--- src/rtl/tlb_pkg.sv ---
package tlb_pkg;
  localparam int DEF_SLOTS = 8;
  localparam int DEF_VPN_W = 16;
  localparam int DEF_PFN_W = 12;
  localparam int DEF_OFS_W = 11;

  typedef enum logic [1:0] {
    RSP_IDLE  = 2'd0,
    RSP_HIT   = 2'd1,
    RSP_FAULT = 2'd2
  } rsp_kind_e;
endpackage

--- src/rtl/tlb_match.sv ---
module tlb_match #(
  parameter int SLOTS = 8,
  parameter int TAG_W = 16,
  localparam int IDX_W = (SLOTS > 1) ? $clog2(SLOTS) : 1
) (
  input  logic [SLOTS-1:0]            valid,
  input  logic [SLOTS-1:0][TAG_W-1:0] tags,
  input  logic [TAG_W-1:0]            key,
  output logic                        any,
  output logic [IDX_W-1:0]            idx
);
  logic [SLOTS-1:0] hit_vec;

  for (genvar g = 0; g < SLOTS; g++) begin : g_cmp
    assign hit_vec[g] = valid[g] && (tags[g] == key);
  end

  assign any = |hit_vec;

  always_comb begin
    idx = '0;
    for (int i = SLOTS - 1; i >= 0; i--) begin
      if (hit_vec[i]) idx = IDX_W'(i);
    end
  end
endmodule

--- src/rtl/tlb_victim.sv ---
module tlb_victim #(
  parameter int SLOTS = 8,
  localparam int IDX_W = (SLOTS > 1) ? $clog2(SLOTS) : 1
) (
  input  logic [SLOTS-1:0] valid,
  input  logic [SLOTS-1:0] accessed,
  output logic [IDX_W-1:0] idx
);
  logic [IDX_W-1:0] free_idx, stale_idx;
  logic             any_free, any_stale;

  always_comb begin
    free_idx  = '0;
    stale_idx = '0;
    for (int i = SLOTS - 1; i >= 0; i--) begin
      if (!valid[i])    free_idx  = IDX_W'(i);
      if (!accessed[i]) stale_idx = IDX_W'(i);
    end
  end

  assign any_free  = ~&valid;
  assign any_stale = ~&accessed;

  always_comb begin
    if (any_free)       idx = free_idx;
    else if (any_stale) idx = stale_idx;
    else                idx = '0;
  end
endmodule

--- src/rtl/xlat_tlb.sv ---
module xlat_tlb
  import tlb_pkg::*;
#(
  parameter int SLOTS = DEF_SLOTS,
  parameter int VPN_W = DEF_VPN_W,
  parameter int PFN_W = DEF_PFN_W,
  parameter int OFS_W = DEF_OFS_W
) (
  input  logic                   clk,
  input  logic                   rst,
  input  logic                   flush,
  input  logic                   clr_acc,
  input  logic                   lk_valid,
  input  logic                   lk_write,
  input  logic [VPN_W+OFS_W-1:0] lk_vaddr,
  input  logic                   fill_valid,
  input  logic [VPN_W-1:0]       fill_vpn,
  input  logic [PFN_W-1:0]       fill_pfn,
  input  logic                   fill_dirty,
  output logic                   rsp_valid,
  output logic                   rsp_hit,
  output logic                   rsp_fault,
  output logic [PFN_W+OFS_W-1:0] rsp_paddr,
  output logic                   rsp_modified
);
  localparam int IDX_W = (SLOTS > 1) ? $clog2(SLOTS) : 1;
  localparam int PA_W  = PFN_W + OFS_W;

  logic [SLOTS-1:0][VPN_W-1:0] tag_q;
  logic [SLOTS-1:0][PFN_W-1:0] pfn_q;
  logic [SLOTS-1:0]            valid_q, mod_q, acc_q;
  logic [SLOTS-1:0]            valid_n, mod_n, acc_n;

  logic [VPN_W-1:0] lk_vpn;
  logic [OFS_W-1:0] lk_ofs;
  logic             lk_any, fl_any, fill_en;
  logic [IDX_W-1:0] lk_idx, fl_idx, vic_idx, wr_idx;

  rsp_kind_e        kind_q;
  logic [PA_W-1:0]  paddr_q;
  logic             rvalid_q, rmod_q;

  assign lk_vpn = lk_vaddr[VPN_W+OFS_W-1:OFS_W];
  assign lk_ofs = lk_vaddr[OFS_W-1:0];

  tlb_match #(.SLOTS(SLOTS), .TAG_W(VPN_W)) u_lk_match (
    .valid (valid_q),
    .tags  (tag_q),
    .key   (lk_vpn),
    .any   (lk_any),
    .idx   (lk_idx)
  );

  tlb_match #(.SLOTS(SLOTS), .TAG_W(VPN_W)) u_fill_match (
    .valid (valid_q),
    .tags  (tag_q),
    .key   (fill_vpn),
    .any   (fl_any),
    .idx   (fl_idx)
  );

  tlb_victim #(.SLOTS(SLOTS)) u_victim (
    .valid    (valid_q),
    .accessed (acc_q),
    .idx      (vic_idx)
  );

  assign fill_en = fill_valid && !flush;
  assign wr_idx  = fl_any ? fl_idx : vic_idx;

  always_comb begin
    valid_n = valid_q;
    mod_n   = mod_q;
    acc_n   = acc_q;
    if (clr_acc) acc_n = '0;
    if (lk_valid && lk_any) begin
      acc_n[lk_idx] = 1'b1;
      if (lk_write) mod_n[lk_idx] = 1'b1;
    end
    if (fill_en) begin
      valid_n[wr_idx] = 1'b1;
      mod_n[wr_idx]   = fill_dirty;
      acc_n[wr_idx]   = 1'b1;
    end
    if (flush) valid_n = '0;
  end

  always_ff @(posedge clk) begin
    if (rst) begin
      valid_q <= '0;
      mod_q   <= '0;
      acc_q   <= '0;
    end else begin
      valid_q <= valid_n;
      mod_q   <= mod_n;
      acc_q   <= acc_n;
    end
  end

  always_ff @(posedge clk) begin
    if (fill_en) begin
      tag_q[wr_idx] <= fill_vpn;
      pfn_q[wr_idx] <= fill_pfn;
    end
  end

  always_ff @(posedge clk) begin
    if (rst) begin
      rvalid_q <= 1'b0;
      kind_q   <= RSP_IDLE;
      paddr_q  <= '0;
      rmod_q   <= 1'b0;
    end else begin
      rvalid_q <= lk_valid;
      if (lk_valid && lk_any) begin
        kind_q  <= RSP_HIT;
        paddr_q <= {pfn_q[lk_idx], lk_ofs};
        rmod_q  <= mod_q[lk_idx] | lk_write;
      end else if (lk_valid) begin
        kind_q  <= RSP_FAULT;
        paddr_q <= '0;
        rmod_q  <= 1'b0;
      end else begin
        kind_q  <= RSP_IDLE;
        paddr_q <= '0;
        rmod_q  <= 1'b0;
      end
    end
  end

  assign rsp_valid    = rvalid_q;
  assign rsp_hit      = (kind_q == RSP_HIT);
  assign rsp_fault    = (kind_q == RSP_FAULT);
  assign rsp_paddr    = paddr_q;
  assign rsp_modified = rmod_q;
endmodule

--- config.mk ---
export PLATFORM = sky130hd
export DESIGN_NAME = xlat_tlb
export DESIGN_NICKNAME = d
export VERILOG_FILES = /design/src/rtl/tlb_pkg.sv /design/src/rtl/tlb_match.sv /design/src/rtl/tlb_victim.sv /design/src/rtl/xlat_tlb.sv
export SDC_FILE = /design/constraint.sdc
export NUM_CORES = 1
export LEC_CHECK = 0
export BUFFER_PORTS_ARGS = -buffer_cell sky130_fd_sc_hd__buf_2
export CORE_AREA = 5 5 159 161
export CTS_CLUSTER_SIZE = 8
export DETAILED_ROUTE_END_ITERATION = 12
export DIE_AREA = 0 0 164 166
export PLACE_DENSITY_LB_ADDON = 0.3
export SETUP_SLACK_MARGIN = 0.1
export SLEW_MARGIN = 20
export SYNTH_ARGS = -nofsm -noshare
export SYNTH_HDL_FRONTEND = slang
export SYNTH_HIERARCHICAL = 1
export SYNTH_SLANG_ARGS = --single-unit
--- constraint.sdc ---
create_clock -name clk -period 3.5 [get_ports clk]
set_input_delay 0.175 -clock clk [delete_from_list [all_inputs] [get_ports clk]]
set_output_delay 0.175 -clock clk [all_outputs]
set_load 0.05 [all_outputs]
Yosys cells after proc, flatten, opt, wreduce, memory -nomap -nowiden. Cells that the tools add are included.

Register bits: 275. Latch bits: 0. RAM bits: 0. ROM bits: 0. Input port bits: 63. Output and inout port bits: 27. Memories kept: 0.

Add/subtract/negate cells: 0. $mul: 0. Div/mod/pow operators: 0. $lt $le $gt $ge: 4. Equality and inequality tests: 18. Shift operators: 0. Multiplexer cells: 58. Bitwise logic cells: 6. Reductions and logical operators: 28.

Operators with widths (count): equality test 16 bit (16); bitwise mux 128 bit (1); 2-to-1 mux 3 bit (35); bitwise mux 96 bit (1); demux 16 bit (select 3 bit) (1); 2-to-1 mux 8 bit (6); binary-select mux 12 bit (select 3 bit) (1); demux 12 bit (select 3 bit) (1); OR 8 bit (4); 2-to-1 mux 12 bit (2); logical AND 1 bit (20); 2-to-1 mux 16 bit (1); AND reduction 8 bit (2); OR reduction 8 bit (2); bitwise mux 8 bit (1); less-than comparator 3 x 4 -> 1 bit, second input constant (2); demux 1 bit (select 3 bit) (2); >= comparator 3 x 1 -> 1 bit, second input constant (2); OR reduction 2 bit (3); 2-to-1 mux 1 bit (4); binary-select mux 1 bit (select 3 bit) (1); equality test 2 x 1 -> 1 bit, second input constant (1); equality test 2 bit, second input constant (1); 2-to-1 mux 2 bit (1); other kinds (3) (3).

Longest topological paths before layout. Gate-level depths: netlist (run 1).

Word-level depth: 19. Gate-level depth with buffers: 15.

Cells and area by module. Netlist (run 1), hierarchy kept.

Modules (own cells, without submodules): xlat_tlb (times used 1, cells an instance 507, area each 9372.7 sq um); tlb_match (times used 2, cells an instance 207, area each 1647.8 sq um); tlb_victim (times used 1, cells an instance 30, area each 151.4 sq um).

Worst setup path before layout (run 1). OpenSTA, ideal clock, no wires.

Kind: register -> register. Start point: register tag_q[12] (netlist name). End point: register mod_q[2]. Arrival: 3.620 ns. Required time: 3.369 ns. Slack: -0.251 ns. Cell stages (with the launch flop): 13. Buffers on the path: 1. Period minus slack after synthesis: 3.751 ns. Cells stage by stage: edfxtp_1 -> xor2_1 -> nor4_1 -> nand4_1 -> nor4_1 -> a31o_2 -> nor2_1 -> nand2_1 -> buf_6 -> mux2_4 -> a211oi_2 -> nor2b_1 -> nor3_2.

Elaborated cells between the ends (all ways): 25. Classes of those cells: order compare (4); eq/ne (2); mux (11); bitwise (1); reduce/logical (7).

RTL lines: from (decl) (line xlat_tlb.sv:29) `logic [SLOTS-1:0][VPN_W-1:0] tag_q;`; from (signal, indexed assignment) (line xlat_tlb.sv:102) `tag_q[wr_idx] <= fill_vpn;`; equality test 16 bit * (line tlb_match.sv:15) `assign hit_vec[g] = valid[g] && (tags[g] == key);`; logical AND 1 bit * (line tlb_match.sv:15); OR reduction 8 bit * (line tlb_match.sv:18) `assign any = |hit_vec;`; via fl_any (line xlat_tlb.sv:36) `logic lk_any, fl_any, fill_en;`; 2-to-1 mux 3 bit * (line xlat_tlb.sv:69) `assign wr_idx = fl_any ? fl_idx : vic_idx;`; less-than comparator 3 x 4 -> 1 bit (not written as such) or >= comparator 3 x 1 -> 1 bit (tied branches) (line xlat_tlb.sv:82) `mod_n[wr_idx] = fill_dirty;`; logical AND 1 bit (not written as such) (line xlat_tlb.sv:82); 2-to-1 mux 1 bit (not written as such) (line xlat_tlb.sv:82); demux 1 bit (select 3 bit) * (line xlat_tlb.sv:82); bitwise mux 8 bit * (line xlat_tlb.sv:82); 2-to-1 mux 8 bit * (line xlat_tlb.sv:80) `if (fill_en) begin`; to (signal assigned) (line xlat_tlb.sv:95) `mod_q <= mod_n;`; to (decl) (line xlat_tlb.sv:31) `logic [SLOTS-1:0] valid_q, mod_q, acc_q;`.

The timed path passes the listed nets; every way through them passes the cells marked *. A chain may end at the register's enable or synchronous reset.

Final worst setup path (run 1).
Start point: register tag_q[83] (netlist name). End point: register paddr_q[14], in the netlist rsp_paddr[14].

Cells in the longest elaborated chain, start to end: 10. Elaborated cells between the ends (all ways): 14. Classes of those cells: eq/ne (1); mux (8); bitwise (1); reduce/logical (4).

RTL lines: equality test 16 bit (line tlb_match.sv:15); logical AND 1 bit (line tlb_match.sv:15); 2-to-1 mux 3 bit (6 in a row) (line tlb_match.sv:23) `if (hit_vec[i]) idx = IDX_W'(i);`; via lk_idx[0] (line xlat_tlb.sv:37) `logic [IDX_W-1:0] lk_idx, fl_idx, vic_idx, wr_idx;`; binary-select mux 12 bit (select 3 bit) (line xlat_tlb.sv:117) `paddr_q <= {pfn_q[lk_idx], lk_ofs};`; 2-to-1 mux 12 bit (not written as such) (line xlat_tlb.sv:117); to (signal assigned) (line xlat_tlb.sv:117); to (decl) (line xlat_tlb.sv:40) `logic [PA_W-1:0] paddr_q;`.

The timed path passes the listed nets, and every way through them passes these cells. The select of a mux whose other input is x is not followed.

==> results of run 1 <==
==> synth_stat cells, types with 19 or more instances <==
cell type | n | area share, %
edfxtp_1 | 224 | 52
nand2_1 | 22 | 0.64
nor2_1 | 20 | 0.59
xnor2_1 | 202 | 14
nand4_1 | 49 | 2.4
xor2_1 | 54 | 3.7
a221oi_1 | 19 | 1.3
dfxtp_1 | 51 | 8.0
o21a_1 | 20 | 1.2
a21oi_1 | 35 | 1.4
nor4_1 | 20 | 0.98
==> cells by family after synthesis <==
| kind of cell | after synthesis | synth area share [%] |
|---|---|---|
| multiplexers | 16 | 1.444 |
| flip-flops | 275 | 60.43 |
| XOR/XNOR | 256 | 17.49 |
| buffers and inverters | 61 | 3.182 |
| AO/OA/AOI/OAI | 140 | 8.062 |
| AND/OR/NAND/NOR | 203 | 9.389 |
==> flip-flops by register name, indices dropped and copies added (netlist names) <==
register,count
rsp_modified,1
rsp_paddr,23
valid_q,8
kind_q,2
mod_q,8
acc_q,8
rsp_valid,1
pfn_q,96
tag_q,128
==> area by class of cell <==
type	instances	share of cell area, %
Sequential cell	275	49.62
Multi-Input combinational cell	615	30.55
Timing Repair Buffer	195	9.561
Clock buffer	60	6.892
Tap cell	324	2.597
Clock inverter	4	0.6171
Inverter	6	0.1443
Antenna cell	1	0.01603
==> routing by layer <==
layer / global-route usage [%] / vias to the layer above
met5: 0 / -
met4: 6.637 / 0
met3: 4.592 / 55
met2: 38.56 / 388
met1: 35.53 / 4296
li1: - / 3880
==> final timing paths <==
| path | to | from | cells after the start |
|---|---|---|---|
| min | tag_q[123] | fill_vpn[11] | 1 |
| min reg2reg | acc_q[7] | acc_q[7] | 2 |
| max | rsp_paddr[14] | tag_q[83] | 12 |
| max reg2reg | rsp_paddr[14] | tag_q[83] | 12 |
==> layout by cell type, fill, tap and decap left out, types with 8 or more instances in the layout <==
cell type / n
o22ai_1: 9
and2_1: 12
a211oi_4: 8
edfxtp_1: 224
a21oi_1: 34
dfxtp_1: 51
clkbuf_1: 20
nand2_1: 22
nor3_1: 13
a221oi_1: 19
a22oi_1: 18
dlygate4sd3_1: 27
buf_12: 13
xnor2_1: 202
buf_4: 64
o21a_1: 20
nor4_2: 11
nor4_1: 13
nand3_1: 18
nand4_1: 49
buf_2: 89
nor2_1: 18
clkbuf_16: 41
mux2i_1: 8
nor2b_1: 15
xor2_1: 54
==> per-stage QoR <==
| stage | setup TNS, ps | instances |
|---|---|---|
| after floorplan | 0 | 951 |
| after global placement | 0 | 1384 |
| after detailed placement | -3.960 | 1384 |
| after CTS | 0 | 1475 |
| after global routing | 0 | 1480 |
| final | 0 | 1480 |
==> power by group <==
part / leakage (nW) / switching (mW) / internal (mW)
Clock: 0.559 / 1.36 / 2.19
Combinational: 2.22 / 0.266 / 0.193
Sequential: 2.44 / 0.0122 / 3.56
==> critical path, stage by stage (launching register included) <==
cell      delay (ps)
edfxtp_1         460
xnor2_1          320
nand4_1          220
nor4_1           330
buf_4            180
nand3_1           80
a21oi_1          160
o21ai_1          110
a21oi_4          300
and2_1           550
a221oi_1         210
a21oi_1          180
o21a_1           140
==> what timing repair did <==
action | 4_1_cts | 5_1_grt
setup endpoints to repair | 0 | 241
resized for setup | 0 | 14
hold buffers | 27 | 0
buffers inserted | 0 | 3
endpoints found under the hold margin | 116 | 0
==> qor.txt, run 1 <==
status - completed
clk_lat worst skew - 530 ps
Starting Density - 53.82%
Global Route Usage Sum - 24.60%
Area growth syn-to-layout - 21.78%
area of the core - 23820 µm²
count of input and output buffers - 89
min Tclk post-route - 3280 ps
Routed WL - 33810 µm
Hold Crit Class - in2reg
HPWL after DPL - 22150 µm
antenna viol nets, final - 0
CP arrival - 3750 ps
IO Pins - 90
die footprint - 27220 µm²
Final Max Tran Viols - 0
DRT iter0 DRCs - 812
crit path capture type - flop
vias per inst - 5.824
routed wire length on met2 - 15980 µm
Final setup viols - 0
DR DRC count - 0
CP Launch Type - flop
Pwr per Cell Area - 486.0 nW/µm²
multi-input logic area - 4770 µm²
Sink Count - 275
M1 WL - 14580 µm
# fillers - 1731
max cap viols - 0
Final Util - 65.54%
CTS buffer count - 40
DP Worst Slack - -2.846 ps
Met3 Routed Length - 2519 µm
final period utilization - 93.73%
power consumption - 7.587 mW
Seq cells post-synth - 275
Die Height - 166 µm
RSZ-0062 raised after global routing - true
largest net degree at the start of global routing - 33
Die W - 164 µm
Static Leak - 5.215 nW
skew final - 27.73 ps
syn avg cell area - 13.48 µm²
final instance area - 15610 µm²
post-synthesis cell count - 951
sequential area share after synthesis - 60.43%
main flop type after synthesis - edfxtp_1
drt first pass iters - 5
worst vdd ir - 0.3753 mV
GRT overflow - 0
Layout Nets - 1196
worst reg2reg setup slack - 220 ps
total number of H-tree levels - 2
synth warn - 6
max layer used - met4
worst slew pin tran - 837.5 ps
highest clock rate - 0.3048 GHz
Post-DP Area - 14050 µm²
CTS tree - built
register area - 7747 µm²
Setup WS post-layout - 219.6 ps
relative max-transition margin - 44.17%
first-pass GRT wire length - 51230 µm
CP Data Required Time - 3970 ps
drt wl/cell - 22.84 µm
WHS - 34.93 ps
Cell variety after synth - 52
Mapped Area - 12820 µm²
num rows - 57
Worst-path clk slew - 50 ps
syn nets - 1014
Clock Tree Buf Depth - 3
Crit Path Max Fanout - 11
antenna violations before repair - 1
critical path class - reg2reg
ys async rst share - 0%
vias in the first global route - 8773
Post-synth EDFFs - 224
Hold Violations, Final - 0
layout cells sized above 1 - 22.16%
total number of vias - 8619
GP Congestion - 0.8710
CTS root buffer - clkbuf_16
(Power assumes the default switching activity.)
==> inputs of run 2 (changes only) <==
--- a/config.mk
+++ b/config.mk
@@ -6,14 +6,13 @@
 export NUM_CORES = 1
 export LEC_CHECK = 0
 export BUFFER_PORTS_ARGS = -buffer_cell sky130_fd_sc_hd__buf_2
-export CORE_AREA = 5 5 159 161
+export CORE_AREA = 5 5 160 162
 export CTS_CLUSTER_SIZE = 8
 export DETAILED_ROUTE_END_ITERATION = 12
-export DIE_AREA = 0 0 164 166
+export DIE_AREA = 0 0 165 167
 export PLACE_DENSITY_LB_ADDON = 0.3
 export SETUP_SLACK_MARGIN = 0.1
 export SLEW_MARGIN = 20
 export SYNTH_ARGS = -nofsm -noshare
 export SYNTH_HDL_FRONTEND = slang
-export SYNTH_HIERARCHICAL = 1
 export SYNTH_SLANG_ARGS = --single-unit
==> run 2 against run 1 <==
Against the previous run: flip-flop and latch count did not move; total power rose by 0.49%; via count rose by 7.4%; largest power group unchanged; synthesized cell count rose by 6.6%; synthesized area rose by 0.55%; sequential power barely moved; sequential share of layout area fell by 0.051 points; highest routed layer unchanged; combinational power rose by 7.0%; critical path type unchanged; largest cell class unchanged.
==> qor.txt, run 2 <==
status - completed
total number of vias - 9258
drt first pass iters - 6
cell with the most instances after synthesis - edfxtp_1
drt wl/cell - 24.74 µm
Post-synth EDFFs - 224
Worst-path clk slew - 50 ps
CTS root buffer - clkbuf_16
Mapped Area - 12890 µm²
first-pass GRT wire length - 56600 µm
worst vdd ir - 0.3433 mV
CP Data Required Time - 3890 ps
GRT overflow - 0
ys async rst share - 0%
layout cells sized above 1 - 19.72%
routing usage on met1 - 40.25%
antenna diode count - 0
clk_lat worst skew - 530 ps
DR DRC count - 0
Die W - 165 µm
vias in the first global route - 9192
main flop type after synthesis - edfxtp_1
max cap viols - 0
largest net degree at the start of global routing - 33
most frequent cells in the layout - 224 x edfxtp_1, 145 x xor2_1, 110 x xnor2_1
antenna violations before repair - 0
min Tclk post-route - 3294 ps
worst slew pin tran - 1044 ps
vias per inst - 6.008
Layout Nets - 1255
Crit Path Max Fanout - 8
Post-synth top cells - 224 x edfxtp_1, 145 x xor2_1, 111 x xnor2_1, 65 x nand2_1, 51 x dfxtp_1
final instance area - 15630 µm²
max reg flops - 128
IO Pins - 90
Final Max Tran Viols - 0
count of input and output buffers - 89
Post-DP Area - 14160 µm²
relative max-transition margin - 29.77%
CP arrival - 3680 ps
Global Route Usage Sum - 27.48%
DRT iter0 DRCs - 1001
GRT busiest layer - met1
sequential area share after synthesis - 60.10%
final period utilization - 94.12%
GP Congestion - 1.026
CP Launch Type - flop
Hold Startpoint - fill_dirty
skew final - 17.81 ps
top cell type's share of synthesized area - 52.18%
num rows - 57
Clock Tree Buf Depth - 3
Routed WL - 38120 µm
critical path class - reg2reg
post-synthesis cell count - 1014
setup_tns - 0 ps
r2r startpoint - tag_q[15]
HPWL after DPL - 26490 µm
CTS tree - built
GR Layer Usage met2 - 39.10%
Starting Density - 53.79%
syn avg cell area - 12.71 µm²
Static Leak - 5.402 nW
Sink Count - 275
ranking of synthesized cells by area - edfxtp_1 52%, xor2_1 9.9%, dfxtp_1 7.9%, xnor2_1 7.5%, nor4_1 2.0%
CTS buffer count - 40
R2R Path End - rsp_paddr[17]
met3 Resource Use GR - 8.502%
largest reg by FF count - tag_q
Hold Crit Endpoint - mod_q[6]
Hold Violations, Final - 0
Area growth syn-to-layout - 21.25%
Worst Reg-to-Reg Cells - 11
die footprint - 27560 µm²
crit path capture type - flop
Final setup viols - 0
syn nets - 1077
Cell variety after synth - 65
Hold Crit Class - in2reg
total number of H-tree levels - 2
Die Height - 167 µm
antenna viol nets, final - 0
worst reg2reg setup slack - 210 ps
Pwr per Cell Area - 487.9 nW/µm²
most common cell after layout, fill and taps aside - edfxtp_1
Seq cells post-synth - 275
area of the core - 23960 µm²
area leader, netlist - edfxtp_1
hold path cells - 3
highest clock rate - 0.3035 GHz
Final Util - 65.22%
RSZ-0062 raised after global routing - true
synth warn - 0
## run 2: cell types whose count changed after synthesis, sizes merged, moves of 15 or more
cell,previous run,this run
xnor2,202,111
xor2,54,145
nand2,22,65
a221oi,19,3
o21a,20,4
nor4,26,41
## run 2: worst max-delay path by stage
stage	startpoint	to	slack [ps]
global placement	fill_vpn[14]	tag_q[54]	210
detailed placement	fill_vpn[2]	tag_q[85]	160
CTS	tag_q[27]	tag_q[94]	180
global route	tag_q[36]	tag_q[0]	70
floorplan	tag_q[36]	pfn_q[36]	110
finish	tag_q[15]	rsp_paddr[17]	210
## run 2: critical path: stages (launching register included)
cell,delay (ps)
edfxtp_1,480
xor2_1,180
nor4_1,480
nand2_1,200
or4_1,630
buf_4,200
nand4b_1,260
nor4_4,140
buf_4,200
nand2_1,80
and3_1,170
a31oi_1,120
## run 2: logic make-up (layout without fill, tap and decap cells)
kind of cell	count (synthesis)	in the layout	synth area share [%]
AO/OA/AOI/OAI	114	114	6.387
multiplexers	6	6	0.5532
buffers and inverters	61	264	2.223
flip-flops	275	275	60.10
XOR/XNOR	256	256	17.39
AND/OR/NAND/NOR	302	302	13.34
## run 2: timing repair
item	CTS	global route
resized for setup	0	7
setup buffers	0	1
hold buffers	25	0
setup endpoints to repair	0	56
endpoints found under the hold margin	112	0
## run 2: per-layer routing
metal / vias up / part of all wire [%]
met4: 0 / 2.9
met2: 509 / 43
met5: - / 0
li1: 4119 / -
met3: 78 / 11
met1: 4552 / 43
## run 2: power by group
part           total [mW]  switching, mW  leakage (nW)  internal (mW)
clock network        3.56           1.39         0.555           2.17
logic               0.491          0.309          2.41          0.182
registers            3.58         0.0142          2.43           3.56
total                7.62           1.71          5.40           5.91
## run 2: through the flow
stage	cells	power, mW	hold slack, ps	worst slack, ps
after floorplan	1014	3.893	260.6	113.6
after global placement	1448	4.086	374.1	208.4
after detailed placement	1448	4.090	379.3	160.0
after CTS	1540	7.653	9.533	178.2
after global routing	1541	7.857	17.00	67.37
final	1541	7.625	25.58	205.6
## run 2: final cells by class
type / count / area [µm²]
clock buffers: 64 / 1112
well taps: 324 / 405.4
inverters: 14 / 52.55
multi-input cells: 678 / 4930
flip-flops and latches: 275 / 7747
fillers: 1825 / 8334
clock inverters: 3 / 51.30
repair buffers: 183 / 1330
==> inputs of run 3 (changes only) <==
--- a/config.mk
+++ b/config.mk
@@ -11,8 +11,8 @@
 export DETAILED_ROUTE_END_ITERATION = 12
 export DIE_AREA = 0 0 165 167
 export PLACE_DENSITY_LB_ADDON = 0.3
+export REMOVE_ABC_BUFFERS = 1
 export SETUP_SLACK_MARGIN = 0.1
-export SLEW_MARGIN = 20
 export SYNTH_ARGS = -nofsm -noshare
 export SYNTH_HDL_FRONTEND = slang
 export SYNTH_SLANG_ARGS = --single-unit
==> run 3 against run 2 <==
Against the previous run: design area grew 2.8%; cell count rose by 2.1%; flip-flop and latch count is the same; clock power about the same; sequential power about the same; global-route usage is 0.84 points higher; sequential share of layout area fell by 1.4 points; non-clock buffer count up 34.
==> qor.txt, run 3 (synthesis results as in run 2) <==
Final setup viols - 0
CP arrival - 3550 ps
WHS - 32.40 ps
Clock Tree Buf Depth - 3
skew final - 21.37 ps
worst vdd ir - 0.4633 mV
IO Pins - 90
Hold Violations, Final - 0
Worst path max stage delay - 530 ps
GP Congestion - 0.9408
Global Route Usage Sum - 28.32%
die footprint - 27560 µm²
# fillers - 1764
GRT overflow - 0
antenna violations before repair - 2
total number of vias - 9487
clk_lat worst skew - 530 ps
largest reg by FF count - tag_q
Routed WL - 39720 µm
worst slew pin tran - 1054 ps
num rows - 57
Hold Crit Class - in2reg
critical path class - in2reg
Die Height - 167 µm
Final Max Tran Viols - 0
CP max-delay cell - dlygate4sd3_1
CTS root buffer - clkbuf_16
most frequent cells in the layout - 224 x edfxtp_1, 145 x xor2_1, 111 x xnor2_1
vias in the first global route - 9427
Layout Nets - 1290
total number of H-tree levels - 2
vias per inst - 6.027
Crit Path Max Fanout - 12
Area growth syn-to-layout - 24.66%
status - completed
DRT iter0 DRCs - 1129
largest net degree at the start of global routing - 33
area of the core - 23960 µm²
Worst-path clk slew - 50 ps
crit path capture type - flop
CP Data Required Time - 3720 ps
Static Leak - 5.616 nW
CTS tree - built
Post-DP Area - 14510 µm²
min Tclk post-route - 3323 ps
CTS buffer count - 40
HPWL after DPL - 27650 µm
final instance area - 16070 µm²
CP Launch Type - input port
max cap viols - 0
highest clock rate - 0.3010 GHz
Pwr per Cell Area - 478.5 nW/µm²
Die W - 165 µm
final period utilization - 94.93%
DR DRC count - 0
Sink Count - 275
drt wl/cell - 25.23 µm
Starting Density - 53.79%
max reg flops - 128
first-pass GRT wire length - 57480 µm
count of input and output buffers - 89
drt first pass iters - 6
relative max-transition margin - 29.15%
RSZ-0062 raised after global routing - true
antenna viol nets, final - 0
most common cell after layout, fill and taps aside - edfxtp_1
layout cells sized above 1 - 22.20%
crit-path cells - dlygate4sd3_1 > buf_2 > buf_12 > buf_4 > xnor2_1 > nand4_1 > nor4_2 > a32o_1 > o21ba_2 > o21ba_2 > nor4b_2 > nand2_1 > inv_2 > buf_12
[run 3: critical path, delay by kind of cell]
kind	cells	cell delay, ps
buffers and inverters	6	1360
and+or+nand+nor	4	1060
AOI/OAI and AO/OA	3	710
xor gates and xnor gates	1	220
[run 3: per-stage QoR]
step	setup TNS (ps)	instances	util, %	power [mW]	worst slack (ps)
after floorplan	-5494	967	-	3.827	-186.6
after global placement	-794.5	1478	60.56	4.128	-29.57
final	0	1574	67.05	7.688	177.4
after CTS	0	1567	66.59	7.698	123.0
after detailed placement	-599.2	1478	60.56	4.129	-22.40
after global routing	0	1574	67.05	7.917	76.22
[run 3: final cells by class]
class | instances | area, µm² | area share, %
inverter | 14 | 52.55 | 0.3271
timing repair buffer | 217 | 1722 | 10.71
clock buffer | 59 | 1072 | 6.673
multi-input combinational | 679 | 4957 | 30.85
clock inverter | 4 | 106.4 | 0.6619
antenna | 2 | 5.005 | 0.03115
sequential | 275 | 7747 | 48.22
tap | 324 | 405.4 | 2.523
[run 3: final timing paths]
check	cells past startpoint	from	slack (ps)	end
worst min-delay path	1	fill_vpn[13]	30	tag_q[77]
worst max-delay path	14	fill_vpn[0]	180	pfn_q[60]
worst max register to register	11	tag_q[36]	200	tag_q[49]
worst min register to register	2	mod_q[6]	460	rsp_modified
[run 3: routing by layer]
| layer | global-route usage, % | part of all wire (%) | wire length (µm) | up-vias |
|---|---|---|---|---|
| li1 | - | - | - | 4198 |
| met1 | 37.82 | 39 | 15440 | 4623 |
| met2 | 43.34 | 46 | 18290 | 559 |
| met3 | 9.170 | 11 | 4380 | 107 |
| met4 | 10.56 | 4.0 | 1603 | 0 |
| met5 | 0 | 0 | 0 | - |
[run 3: timing repair]
action | CTS | global route
buffers inserted | 0 | 4
gates cloned | 0 | 1
resized for setup | 2 | 10
hold endpoints to repair | 111 | 0
hold buffers | 26 | 0
pin swaps | 0 | 1
setup endpoints to repair | 87 | 188
[run 3: power breakdown]
part,switching [mW],internal [mW]
Combinational,0.327,0.207
Sequential,0.0129,3.56
Clock,1.39,2.19
